**config.mk**
```make
export PLATFORM = sky130hd
export DESIGN_NAME = cpurst_ctrl
export DESIGN_NICKNAME = d
export VERILOG_FILES = /design/src/rtl/cpurst_pkg.sv /design/src/rtl/cpurst_tick.sv /design/src/rtl/cpurst_flush.sv /design/src/rtl/cpurst_seq.sv /design/src/rtl/cpurst_ctrl.sv
export SDC_FILE = /design/constraint.sdc
export NUM_CORES = 1
export LEC_CHECK = 0
export BUFFER_PORTS_ARGS = -buffer_cell sky130_fd_sc_hd__clkbuf_2
export CAP_MARGIN = 20
export CORE_UTILIZATION = 44
export DETAILED_ROUTE_END_ITERATION = 8
export HOLD_SLACK_MARGIN = 0.05
export PLACE_DENSITY = 0.85
export SLEW_MARGIN = 20
export SYNTH_ARGS = -nofsm -noshare
export SYNTH_HDL_FRONTEND = slang
export SYNTH_SLANG_ARGS = --single-unit
export TNS_END_PERCENT = 30
```
**constraint.sdc**
```tcl
create_clock -name clk -period 1.5 [get_ports clk]
set_input_delay 0.375 -clock clk [delete_from_list [all_inputs] [get_ports clk]]
set_output_delay 0.375 -clock clk [all_outputs]
set_load 0.01 [all_outputs]
```
**src/rtl/cpurst_pkg.sv**
```systemverilog
package cpurst_pkg;
    typedef enum logic [2:0] {
        S_IDLE,
        S_PRE_APPLY,
        S_POST_APPLY,
        S_HELD,
        S_PRE_REMOVE,
        S_POST_REMOVE
    } seq_state_t;

    localparam int unsigned RST_BIT   = 0;
    localparam int unsigned FLUSH_BIT = 4;
    localparam int unsigned DONE_BIT  = 12;
    localparam int unsigned WEN_SHIFT = 16;
endpackage

```
**src/rtl/cpurst_tick.sv**
```systemverilog
module cpurst_tick #(
    parameter int unsigned CLK_PER_TICK = 12
) (
    input  logic clk,
    input  logic rst_n,
    output logic tick
);
    localparam int unsigned CW = (CLK_PER_TICK > 1) ? $clog2(CLK_PER_TICK) : 1;
    localparam logic [CW-1:0] LAST = CW'(CLK_PER_TICK - 1);

    logic [CW-1:0] cnt;

    always_ff @(posedge clk or negedge rst_n) begin
        if (!rst_n)           cnt <= '0;
        else if (cnt == LAST) cnt <= '0;
        else                  cnt <= cnt + 1'b1;
    end

    assign tick = (cnt == LAST);
endmodule

```
**src/rtl/cpurst_flush.sv**
```systemverilog
module cpurst_flush (
    input  logic clk,
    input  logic rst_n,
    input  logic set_req,
    input  logic ack,
    output logic pend
);
    always_ff @(posedge clk or negedge rst_n) begin
        if (!rst_n)             pend <= 1'b0;
        else if (pend && ack)   pend <= 1'b0;
        else if (set_req)       pend <= 1'b1;
    end
endmodule

```
**src/rtl/cpurst_seq.sv**
```systemverilog
module cpurst_seq
    import cpurst_pkg::*;
#(
    parameter bit          SELF_CLEAR = 1'b1,
    parameter int unsigned IVAL_W     = 4
) (
    input  logic              clk,
    input  logic              rst_n,
    input  logic              tick,
    input  logic [IVAL_W-1:0] ival,
    input  logic              req_wr,
    input  logic              req_val,
    input  logic              done_clr,
    output logic              req_q,
    output logic              done_q,
    output logic              clk_en,
    output logic              core_rst
);
    seq_state_t        state, nxt;
    logic [IVAL_W-1:0] cnt;
    logic              phase_end;
    logic              finish;
    logic              waiting;

    assign phase_end = (cnt >= ival);
    assign finish    = (state == S_POST_REMOVE) && phase_end;
    assign waiting   = (state != S_IDLE) && (state != S_HELD);

    // next-state logic
    always_comb begin
        nxt = state;
        unique case (state)
            S_IDLE:        if (req_q)     nxt = S_PRE_APPLY;
            S_PRE_APPLY:   if (phase_end) nxt = S_POST_APPLY;
            S_POST_APPLY:  if (phase_end) nxt = SELF_CLEAR ? S_POST_REMOVE : S_HELD;
            S_HELD:        if (!req_q)    nxt = S_PRE_REMOVE;
            S_PRE_REMOVE:  if (phase_end) nxt = S_POST_REMOVE;
            S_POST_REMOVE: if (phase_end) nxt = S_IDLE;
            default:                      nxt = S_IDLE;
        endcase
    end

    // state register, interval counter and control bits
    always_ff @(posedge clk or negedge rst_n) begin
        if (!rst_n) begin
            state  <= S_IDLE;
            cnt    <= '0;
            req_q  <= 1'b0;
            done_q <= 1'b0;
        end else begin
            state <= nxt;
            if (nxt != state || !waiting)  cnt <= '0;
            else if (tick && !phase_end)   cnt <= cnt + 1'b1;

            if (SELF_CLEAR) begin
                if (finish)                  req_q <= 1'b0;
                else if (req_wr && req_val)  req_q <= 1'b1;
            end else if (req_wr) begin
                req_q <= req_val;
            end

            if (finish)        done_q <= 1'b1;
            else if (done_clr) done_q <= 1'b0;
        end
    end

    // outputs decoded from state
    always_comb begin
        clk_en   = 1'b1;
        core_rst = 1'b0;
        unique case (state)
            S_IDLE:        begin clk_en = 1'b1; core_rst = 1'b0; end
            S_PRE_APPLY:   begin clk_en = 1'b0; core_rst = 1'b0; end
            S_POST_APPLY:  begin clk_en = 1'b0; core_rst = 1'b1; end
            S_HELD:        begin clk_en = 1'b1; core_rst = 1'b1; end
            S_PRE_REMOVE:  begin clk_en = 1'b0; core_rst = 1'b1; end
            S_POST_REMOVE: begin clk_en = 1'b0; core_rst = 1'b0; end
            default:       begin clk_en = 1'b1; core_rst = 1'b0; end
        endcase
    end
endmodule

```
**src/rtl/cpurst_ctrl.sv**
```systemverilog
module cpurst_ctrl
    import cpurst_pkg::*;
#(
    parameter int unsigned NCORE        = 2,
    parameter int unsigned CLK_PER_TICK = 12,
    parameter int unsigned IVAL_W       = 4,
    localparam int unsigned ADDR_W      = $clog2(NCORE + 1)
) (
    input  logic              clk,
    input  logic              rst_n,
    input  logic              reg_we,
    input  logic [ADDR_W-1:0] reg_addr,
    input  logic [31:0]       reg_wdata,
    output logic [31:0]       reg_rdata,
    output logic [NCORE-1:0]  core_clk_en,
    output logic [NCORE-1:0]  core_rst,
    output logic [NCORE-1:0]  flush_req,
    input  logic [NCORE-1:0]  flush_ack
);
    localparam int unsigned TIM_W = NCORE * IVAL_W;
    localparam logic [ADDR_W-1:0] TIM_ADDR = ADDR_W'(NCORE);

    logic             tick;
    logic [TIM_W-1:0] tim_q;
    logic [NCORE-1:0] req_bits;
    logic [NCORE-1:0] done_bits;

    cpurst_tick #(.CLK_PER_TICK(CLK_PER_TICK)) u_tick (
        .clk(clk), .rst_n(rst_n), .tick(tick)
    );

    always_ff @(posedge clk or negedge rst_n) begin
        if (!rst_n)                              tim_q <= '0;
        else if (reg_we && reg_addr == TIM_ADDR) tim_q <= reg_wdata[TIM_W-1:0];
    end

    for (genvar g = 0; g < NCORE; g++) begin : g_core
        logic sel;
        assign sel = reg_we && (reg_addr == ADDR_W'(g));

        cpurst_seq #(
            .SELF_CLEAR(g == 0),
            .IVAL_W    (IVAL_W)
        ) u_seq (
            .clk     (clk),
            .rst_n   (rst_n),
            .tick    (tick),
            .ival    (tim_q[g*IVAL_W +: IVAL_W]),
            .req_wr  (sel && reg_wdata[RST_BIT + WEN_SHIFT]),
            .req_val (reg_wdata[RST_BIT]),
            .done_clr(sel && reg_wdata[DONE_BIT + WEN_SHIFT] && reg_wdata[DONE_BIT]),
            .req_q   (req_bits[g]),
            .done_q  (done_bits[g]),
            .clk_en  (core_clk_en[g]),
            .core_rst(core_rst[g])
        );

        cpurst_flush u_flush (
            .clk    (clk),
            .rst_n  (rst_n),
            .set_req(sel && reg_wdata[FLUSH_BIT + WEN_SHIFT] && reg_wdata[FLUSH_BIT]),
            .ack    (flush_ack[g]),
            .pend   (flush_req[g])
        );
    end

    always_comb begin
        reg_rdata = '0;
        if (reg_addr == TIM_ADDR) reg_rdata[TIM_W-1:0] = tim_q;
        for (int i = 0; i < NCORE; i++) begin
            if (reg_addr == ADDR_W'(i)) begin
                reg_rdata[RST_BIT]   = req_bits[i];
                reg_rdata[FLUSH_BIT] = flush_req[i];
                reg_rdata[DONE_BIT]  = done_bits[i];
            end
        end
    end
endmodule

```
==> flow_metrics.tcl, run 1 <==
set metrics [dict create \
    outcome "finished, violations left" \
    violations "setup timing" \
    cts_hold_buf 0 \
    final_common_cell "dfrtp_1" \
    grt_pass1_vias 1393 \
    worstSetupPathType "reg -> out" \
    yosysSeqAreaShare 0.392 \
    yosysUniqueCellTypes 46 \
    die-area_mm2 0.00492 \
    core_area_mm2 0.00441 \
    fin_crit_sh 1.09 \
    layout-drive-gt1-share 0.353 \
    yosysWarnings 0 \
    detail_route.wl_per_cell_um 12.1 \
    io_pins 77 \
    gr-usage-all-layers 0.161 \
    fin_crit_ns 1.63 \
    die_h_um 70.1 \
    cp_max_fo 3 \
    worst_hold_path_type "in -> async" \
    syn_to_final_growth_pct 21.5 \
    dpl.hpwl_um 2870 \
    grt_overflow 0 \
    slowest_stage "dfrtp_1" \
    hold_viol 0 \
    cts_tree "built" \
    cts_buffer_depth 2 \
    synth-seq-cells 32 \
    setup_ws_ns -0.129 \
    cts_sinks 32 \
    clock_skew_ns 0.00800 \
    synth_edf_count 0 \
    regToRegSetupSlack_ns -0.09 \
    r2r-end "g_core[0].u_seq.state[0]$_DFF_PN0_" \
    cts_made_buffers 5 \
    cp-end-kind "output port" \
    gp_congestion 0.749 \
    io_buffer_count 33 \
    syn_avg_cell_area_um2 9.63 \
    post-route-drc-count 0 \
    required_ns 1.12 \
    grt_pass1_wl_um 6160 \
    rr_worst_depth 6 \
    n_antenna_cell 0 \
    fin_nets 315 \
    path_cells "nand2b_4, or2_1, nand2b_1, buf_2" \
    cts-root-buf "clkbuf_8" \
    drt_iter0_markers 36 \
    placed_area_mm2 0.00223 \
    fmax_mhz 614 \
    vias 1563 \
    async_flop_share 1.00 \
    power.leakage_nw 1.25 \
    ant_nets 0 \
    endpoint "core_rst[0]" \
    synthCells 212 \
    grt_max_degree 33 \
    startpoint "g_core[0].u_seq.state[1]$_DFF_PN0_" \
    final_util 0.562 \
    ys.flop_type "dfrtp_1" \
    start_util 0.463 \
    regToRegStartpoint "g_core[0].u_seq.cnt[2]$_DFFE_PN0P_" \
    syn-cell-area_mm2 0.00204 \
    first_pass_iters 4 \
    antenna_found_initial 0 \
    setup_violations 6 \
    cap_violations 0 \
    crit_arrival_ns 1.25 \
    num_rows 24 \
    clk_pin_slew_ns 0.07 \
    routed_wl_um 3840 \
    drv_slew 0 \
    irDropWorstVdd_mv 0.713 \
    die_w_um 70.1 \
    max_stage_delay_ns 0.40 \
    clk-insertion-delay-late_ns 0.29 \
    startpoint_type "register" \
    layout_common_cells "dfrtp_1 (29), clkbuf_2 (27), buf_4 (24)" \
    vias_per_cell 4.92 \
    rsz0062_at_grt "yes" \
    finish.instance_area_mm2 0.00248 \
    cts_max_level 2 \
    cellPowerDensity_mw_per_mm2 1380 \
]
## stage by stage
| stage | TNS [ns] | hold slack, ns | power, mW | std cells | setup slack, ns |
|---|---|---|---|---|---|
| floorplan | -0.0161 | 0.0794 | 2.19 | 234 | -0.0161 |
| global placement | -0.227 | 0.419 | 2.40 | 301 | -0.0999 |
| detailed placement | -0.686 | 0.427 | 2.46 | 301 | -0.156 |
| CTS | -0.530 | 0.117 | 3.23 | 311 | -0.138 |
| global route | -1.44 | 0.131 | 3.66 | 318 | -0.180 |
| finish | -0.373 | 0.0961 | 3.43 | 318 | -0.129 |
## routing by layer
| layer | vias up | global-route usage | wire (um) |
|---|---|---|---|
| met2 | 49 | 0.257 | 1810 |
| met3 | 8 | 0.0346 | 164 |
| li1 | 761 | - | - |
| met1 | 745 | 0.210 | 1800 |
| met5 | - | 0 | 0 |
| met4 | 0 | 0.0733 | 67 |
## logic make-up (layout without fill, tap and decap cells)
group,Yosys count,after routing,share of synthesized area
fa+ha+maj,11,11,0.0674
buf+inv,48,80,0.145
mux,17,17,0.0895
other cells,1,23,0.00184
xor+xnor,9,9,0.0386
flops,32,32,0.392
compound gates,26,26,0.0852
simple gates,68,68,0.180
## repair_timing
| item | CTS | global route |
|---|---|---|
| endpoints found under the setup margin | 13 | 28 |
| gates resized for setup | 11 | 27 |
| pin swaps | 7 | 8 |
| buffers inserted | 2 | 7 |
## power breakdown
group / switching (mW) / leakage, nW / total [mW] / internal, mW
Clock: 0.307 / 0.0455 / 0.681 / 0.374
Combinational: 0.792 / 0.803 / 1.54 / 0.744
Sequential: 0.161 / 0.404 / 1.21 / 1.05
Total: 1.26 / 1.25 / 3.43 / 2.17
## area by class of cell
cell class              count  area [um^2]
inverters                  14         52.6
fillers                   391         1930
flip-flops and latches     32          805
repair buffers             58          359
multi-input cells         154         1110
clock buffers               8         90.1
well taps                  52         65.1
## sequential cells by signal (all words and copies together), names as in the netlist
name,count
g_core.u_flush.pend,2
tim_q,8
u_tick.cnt,4
g_core.u_seq.state,6
g_core.u_seq.req_q,2
g_core.u_seq.cnt,8
g_core.u_seq.done_q,2
## worst min path at each step
stage	slack, ns	cells past startpoint	end	start
finish	0.1	2	g_core[0].u_seq.state[0]$_DFF_PN0_	rst_n
CTS	0.12	2	g_core[0].u_seq.state[0]$_DFF_PN0_	rst_n
global route	0.13	2	g_core[0].u_seq.state[0]$_DFF_PN0_	rst_n
global placement	0.42	2	g_core[0].u_seq.state[1]$_DFF_PN0_	rst_n
floorplan	0.08	0	g_core[0].u_flush.pend$_DFFE_PN0P_	rst_n
detailed placement	0.43	2	g_core[0].u_seq.state[0]$_DFF_PN0_	rst_n
## worst max-delay path: cells and delay by family, from the launching register on
family                 cells  cell delay (ns)
buffers and inverters      1             0.12
flip-flops                 1             0.40
AND/OR/NAND/NOR            3             0.45
## synthesized netlist by cell type, types with 2 or more instances
master	count	share of area
xor2_1	5	0.021
nand3_1	6	0.015
o21ai_1	3	0.0074
xnor2_1	4	0.017
mux2_1	9	0.050
ha_1	11	0.067
dfrtp_1	32	0.39
buf_2	3	0.0074
nor3_1	2	0.0049
nor2_1	17	0.031
nand4_1	5	0.015
buf_4	30	0.11
inv_1	14	0.026
nand2b_1	6	0.018
o21ai_0	7	0.017
mux2i_1	7	0.034
a21oi_1	3	0.0074
a21o_1	2	0.0074
or2_1	2	0.0061
nor2b_1	3	0.0092
nand2_1	11	0.020
and2_1	6	0.018
(Power assumes the default switching activity.)
==> inputs of run 2 (changes only) <==
CORE_UTILIZATION = 30   (was 44)
PLACE_DENSITY = 0.51   (was 0.85)
==> flow_metrics.tcl, run 2 (synthesis results as in run 1) <==
set metrics [dict create \
    outcome "finished, violations left" \
    violations "DRC, setup timing" \
    fmax_mhz 611 \
    cap_violations 0 \
    grt_pass1_wl_um 7090 \
    first_pass_iters 6 \
    setup-tns-final_ns -0.517 \
    required_ns 1.12 \
    layout-drive-gt1-share 0.396 \
    irDropWorstVdd_mv 0.681 \
    detail_route.wl_per_cell_um 11.9 \
    fin_nets 324 \
    cts_max_level 2 \
    crit_arrival_ns 1.26 \
    startpoint_type "register" \
    fin_crit_ns 1.64 \
    dpl.cell_count 335 \
    num_rows 29 \
    path_cells "nand2b_4, or2_1, nand2b_1, buf_2" \
    cts_tree "built" \
    ant_nets 0 \
    grt_overflow 0 \
    post-route-drc-count 4 \
    io_pins 77 \
    place_ws_ns -0.0844 \
    clock_skew_ns 0.0108 \
    cp_max_fo 3 \
    final_cells 352 \
    vias_per_cell 4.48 \
    cts-root-buf "clkbuf_8" \
    largestRegisters "g_core.u_seq.cnt x8, tim_q x8, g_core.u_seq.state x6" \
    cp-end-kind "output port" \
    start_util 0.316 \
    finalHoldWorstSlack_ns 0.252 \
    vias 1577 \
    worstSetupPathType "reg -> out" \
    routed_wl_um 4210 \
    io_buffer_count 33 \
    crit_family "simple AND/OR/NAND/NOR gates" \
    max_stage_delay_ns 0.41 \
    die_w_um 84.5 \
    power.leakage_nw 1.32 \
    rsz0062_at_grt "yes" \
    crit_buf_inv 1 \
    clk_pin_slew_ns 0.08 \
    antenna_found_initial 0 \
    hold_viol 0 \
    cts_sinks 32 \
    worst_hold_path_type "in -> reg" \
    setup_violations 8 \
    core_area_mm2 0.00646 \
    path_depth 4 \
    gp_congestion 0.767 \
    clk-insertion-delay-late_ns 0.29 \
    layout_common_cells "buf_4 (30), dfrtp_1 (29), clkbuf_2 (25)" \
    slowest_stage "dfrtp_1" \
    min_delay_path_depth 2 \
    die_h_um 84.5 \
    fin_crit_sh 1.09 \
    die-area_mm2 0.00714 \
    n_antenna_cell 0 \
    cellPowerDensity_mw_per_mm2 1420 \
    grt_pass1_vias 1513 \
    dpl.hpwl_um 3080 \
    final_common_cell "buf_4" \
    drt_iter0_markers 34 \
    cts_buffer_depth 2 \
    drv_slew 0 \
    setup_ws_ns -0.137 \
    grt_max_degree 21 \
    rr_worst_depth 6 \
    cts_made_buffers 5 \
    gr-usage-all-layers 0.128 \
    syn_to_final_growth_pct 32.1 \
]
[run 2: cell types whose count changed in the layout (fill, tap and decap cells not counted), sizes merged]
cell,delta
buf,+11
bufinv,+1
clkbuf,-6
clkinv,+1
clkinvlp,+1
dlygate4sd3,+1
[run 2: where the power goes]
part	switching, mW	internal (mW)
Sequential	0.187	1.05
Clock	0.358	0.492
Combinational	0.847	0.901
[run 2: cell type report]
class | count | area (um^2)
Multi-Input combinational cell | 154 | 1180
Clock buffer | 5 | 68.8
Inverter | 14 | 52.6
Timing Repair Buffer | 67 | 449
Sequential cell | 32 | 805
Clock inverter | 3 | 42.5
Tap cell | 77 | 96.3
Fill cell | 650 | 3760
[run 2: path summary, 6_finish.rpt]
check                                                    from                                 end  slack, ns
setup / recovery           g_core[0].u_seq.state[1]$_DFF_PN0_                         core_rst[0]      -0.14
hold / removal                                   flush_ack[1]  g_core[1].u_flush.pend$_DFFE_PN0P_       0.25
setup reg to reg           g_core[0].u_seq.cnt[2]$_DFFE_PN0P_  g_core[0].u_seq.state[1]$_DFF_PN0_      -0.06
hold reg to reg                       u_tick.cnt[0]$_DFF_PN0_             u_tick.cnt[0]$_DFF_PN0_       0.47
max in group asynchronous                               rst_n                tim_q[5]$_DFFE_PN0P_       0.51
min in group asynchronous                               rst_n  g_core[1].u_seq.done_q$_DFFE_PN0P_       0.53
[run 2: metrics by stage]
| step | util | area, um^2 | total power [mW] |
|---|---|---|---|
| 6_report | 0.418 | 2700 | 3.83 |
| 4_1_cts | 0.394 | 2550 | 3.62 |
| 3_5_place_dp | 0.363 | 2340 | 2.52 |
| 2_1_floorplan | - | 2120 | 2.19 |
| 3_3_place_gp | 0.363 | 2340 | 2.51 |
| 5_1_grt | 0.418 | 2700 | 4.11 |
[run 2: timing repair]
action / in CTS / in global routing
gates resized for setup: 15 / 36
endpoints found under the setup margin: 17 / 28
hold buffers: 1 / 0
pin swaps: 7 / 10
buffers inserted: 6 / 2
hold endpoints to repair: 12 / 0
[run 2: layer usage]
layer	global-route usage	vias to the layer above	wire length, um
li1	-	783	-
met1	0.166	743	1970
met2	0.210	46	2010
met3	0.0324	5	190
met4	0.0370	0	36
met5	0	-	0
==> inputs of run 3 (changes only) <==
CAP_MARGIN = 25   (was 20)
PLACE_DENSITY = 0.6   (was 0.51)
==> flow_metrics.tcl, run 3 (synthesis results as in run 1) <==
set metrics [dict create \
    outcome "finished, violations left" \
    violations "DRC, setup timing" \
    cts-root-buf "clkbuf_8" \
    irDropWorstVdd_mv 0.503 \
    antenna_found_initial 0 \
    cts_made_buffers 5 \
    n_antenna_cell 0 \
    fin_nets 320 \
    max_stage_delay_ns 0.40 \
    cts_buffer_depth 2 \
    cp_max_fo 3 \
    gp_congestion 0.750 \
    grt_overflow 0 \
    layout_common_cells "dfrtp_1 (30), clkbuf_2 (28), buf_4 (27)" \
    drt_iter0_markers 19 \
    path_cells "nand2b_4, or2_1, nand2b_1, buf_2" \
    die_w_um 84.5 \
    die_h_um 84.5 \
    vias 1535 \
    finish.instance_area_mm2 0.00261 \
    syn_to_final_growth_pct 28.0 \
    clk-insertion-delay-late_ns 0.28 \
    setup_ws_ns -0.170 \
    dpl.hpwl_um 2920 \
    post-route-drc-count 5 \
    fill_cells 646 \
    ant_nets 0 \
    hold_viol 0 \
    vias_per_cell 4.41 \
    placed_area_mm2 0.00234 \
    grt_pass1_vias 1454 \
    clk_pin_slew_ns 0.06 \
    grt_max_degree 19 \
    cp-end-kind "output port" \
    routed_wl_um 3920 \
    io_buffer_count 33 \
    core_area_mm2 0.00646 \
    largestRegisters "g_core.u_seq.cnt x8, tim_q x8, g_core.u_seq.state x6" \
    die-area_mm2 0.00714 \
    first_pass_iters 8 \
    power.leakage_nw 1.29 \
    startpoint_type "register" \
    gr-usage-all-layers 0.117 \
    detail_route.wl_per_cell_um 11.3 \
    cap_violations 0 \
    required_ns 1.12 \
    rsz0062_at_grt "yes" \
    slowest_stage "dfrtp_1" \
    layout-drive-gt1-share 0.358 \
    cts_tree "built" \
    setup-tns-final_ns -0.314 \
    worst_hold_path_type "in -> reg" \
    drv_slew 0 \
    crit_arrival_ns 1.29 \
    io_pins 77 \
    fin_crit_sh 1.11 \
    cts_max_level 2 \
    fmax_mhz 599 \
    worstSetupPathType "reg -> out" \
    fin_crit_ns 1.67 \
    grt_pass1_wl_um 6660 \
    final_util 0.405 \
    cellPowerDensity_mw_per_mm2 1350 \
    clock_skew_ns 0.00338 \
    cts_sinks 32 \
    setup_violations 4 \
    num_rows 29 \
    start_util 0.316 \
    final_common_cell "dfrtp_1" \
]
run 3: cell count changes in the layout (fill, tap and decap cells not counted), moves of 2 or more:
cell / before / now
buf_2: 7 / 4
buf_4: 30 / 27
buf_6: 3 / 1
clkbuf_1: 0 / 2
clkbuf_2: 25 / 28
nor2_1: 10 / 15
nor2_2: 5 / 2
nor2_4: 4 / 2
run 3: layout make-up:
class	instances	area, um^2	area share
clock buffer	8	90.1	0.0345
inverter	14	52.6	0.0201
multi-input combinational	154	1150	0.439
sequential	32	803	0.307
tap	77	96.3	0.0369
timing repair buffer	63	424	0.162
run 3: worst paths after layout:
kind,start,to,depth (start not counted),slack (ns)
worst max-delay path,g_core[0].u_seq.state[1]$_DFF_PN0_,core_rst[0],4,-0.17
worst min-delay path,flush_ack[1],g_core[1].u_flush.pend$_DFFE_PN0P_,2,0.26
worst max register to register,g_core[0].u_seq.cnt[2]$_DFFE_PN0P_,g_core[0].u_seq.state[0]$_DFF_PN0_,6,-0.04
worst min register to register,u_tick.cnt[0]$_DFF_PN0_,u_tick.cnt[0]$_DFF_PN0_,1,0.47
max in group asynchronous,rst_n,g_core[0].u_seq.state[2]$_DFF_PN0_,3,0.50
min in group asynchronous,rst_n,g_core[1].u_seq.state[2]$_DFF_PN0_,2,0.55
run 3: through the flow:
step	instances	setup WS (ns)	hold slack [ns]	power, mW
5_1_grt	348	-0.218	0.270	3.80
3_5_place_dp	333	-0.0913	0.325	2.51
2_1_floorplan	234	-0.0161	0.0794	2.19
3_3_place_gp	333	-0.0928	0.324	2.49
6_report	348	-0.170	0.263	3.53
4_1_cts	344	-0.151	0.259	3.34
run 3: per-layer routing:
layer | vias up | share of wire | GRT usage
met5 | - | 0 | 0
met4 | 0 | 0.011 | 0.0370
met3 | 6 | 0.052 | 0.0305
met2 | 46 | 0.44 | 0.180
met1 | 707 | 0.50 | 0.160
li1 | 776 | - | -
run 3: what timing repair did:
action,4_1_cts,5_1_grt
hold buffers,1,0
gates resized for setup,12,23
endpoints found under the setup margin,13,27
setup buffers,2,4
pin swaps,7,11
hold endpoints to repair,14,0
run 3: power by group:
| part | internal (mW) | switching, mW |
|---|---|---|
| sequential | 1.05 | 0.162 |
| clock | 0.374 | 0.305 |
| combinational | 0.833 | 0.808 |
| total | 2.25 | 1.28 |
run 3: worst max-delay path: cells and delay by family, from the launching register on:
kind / cells / cell delay, ns
buf+inv: 1 / 0.13
flops: 1 / 0.40
simple gates: 3 / 0.49
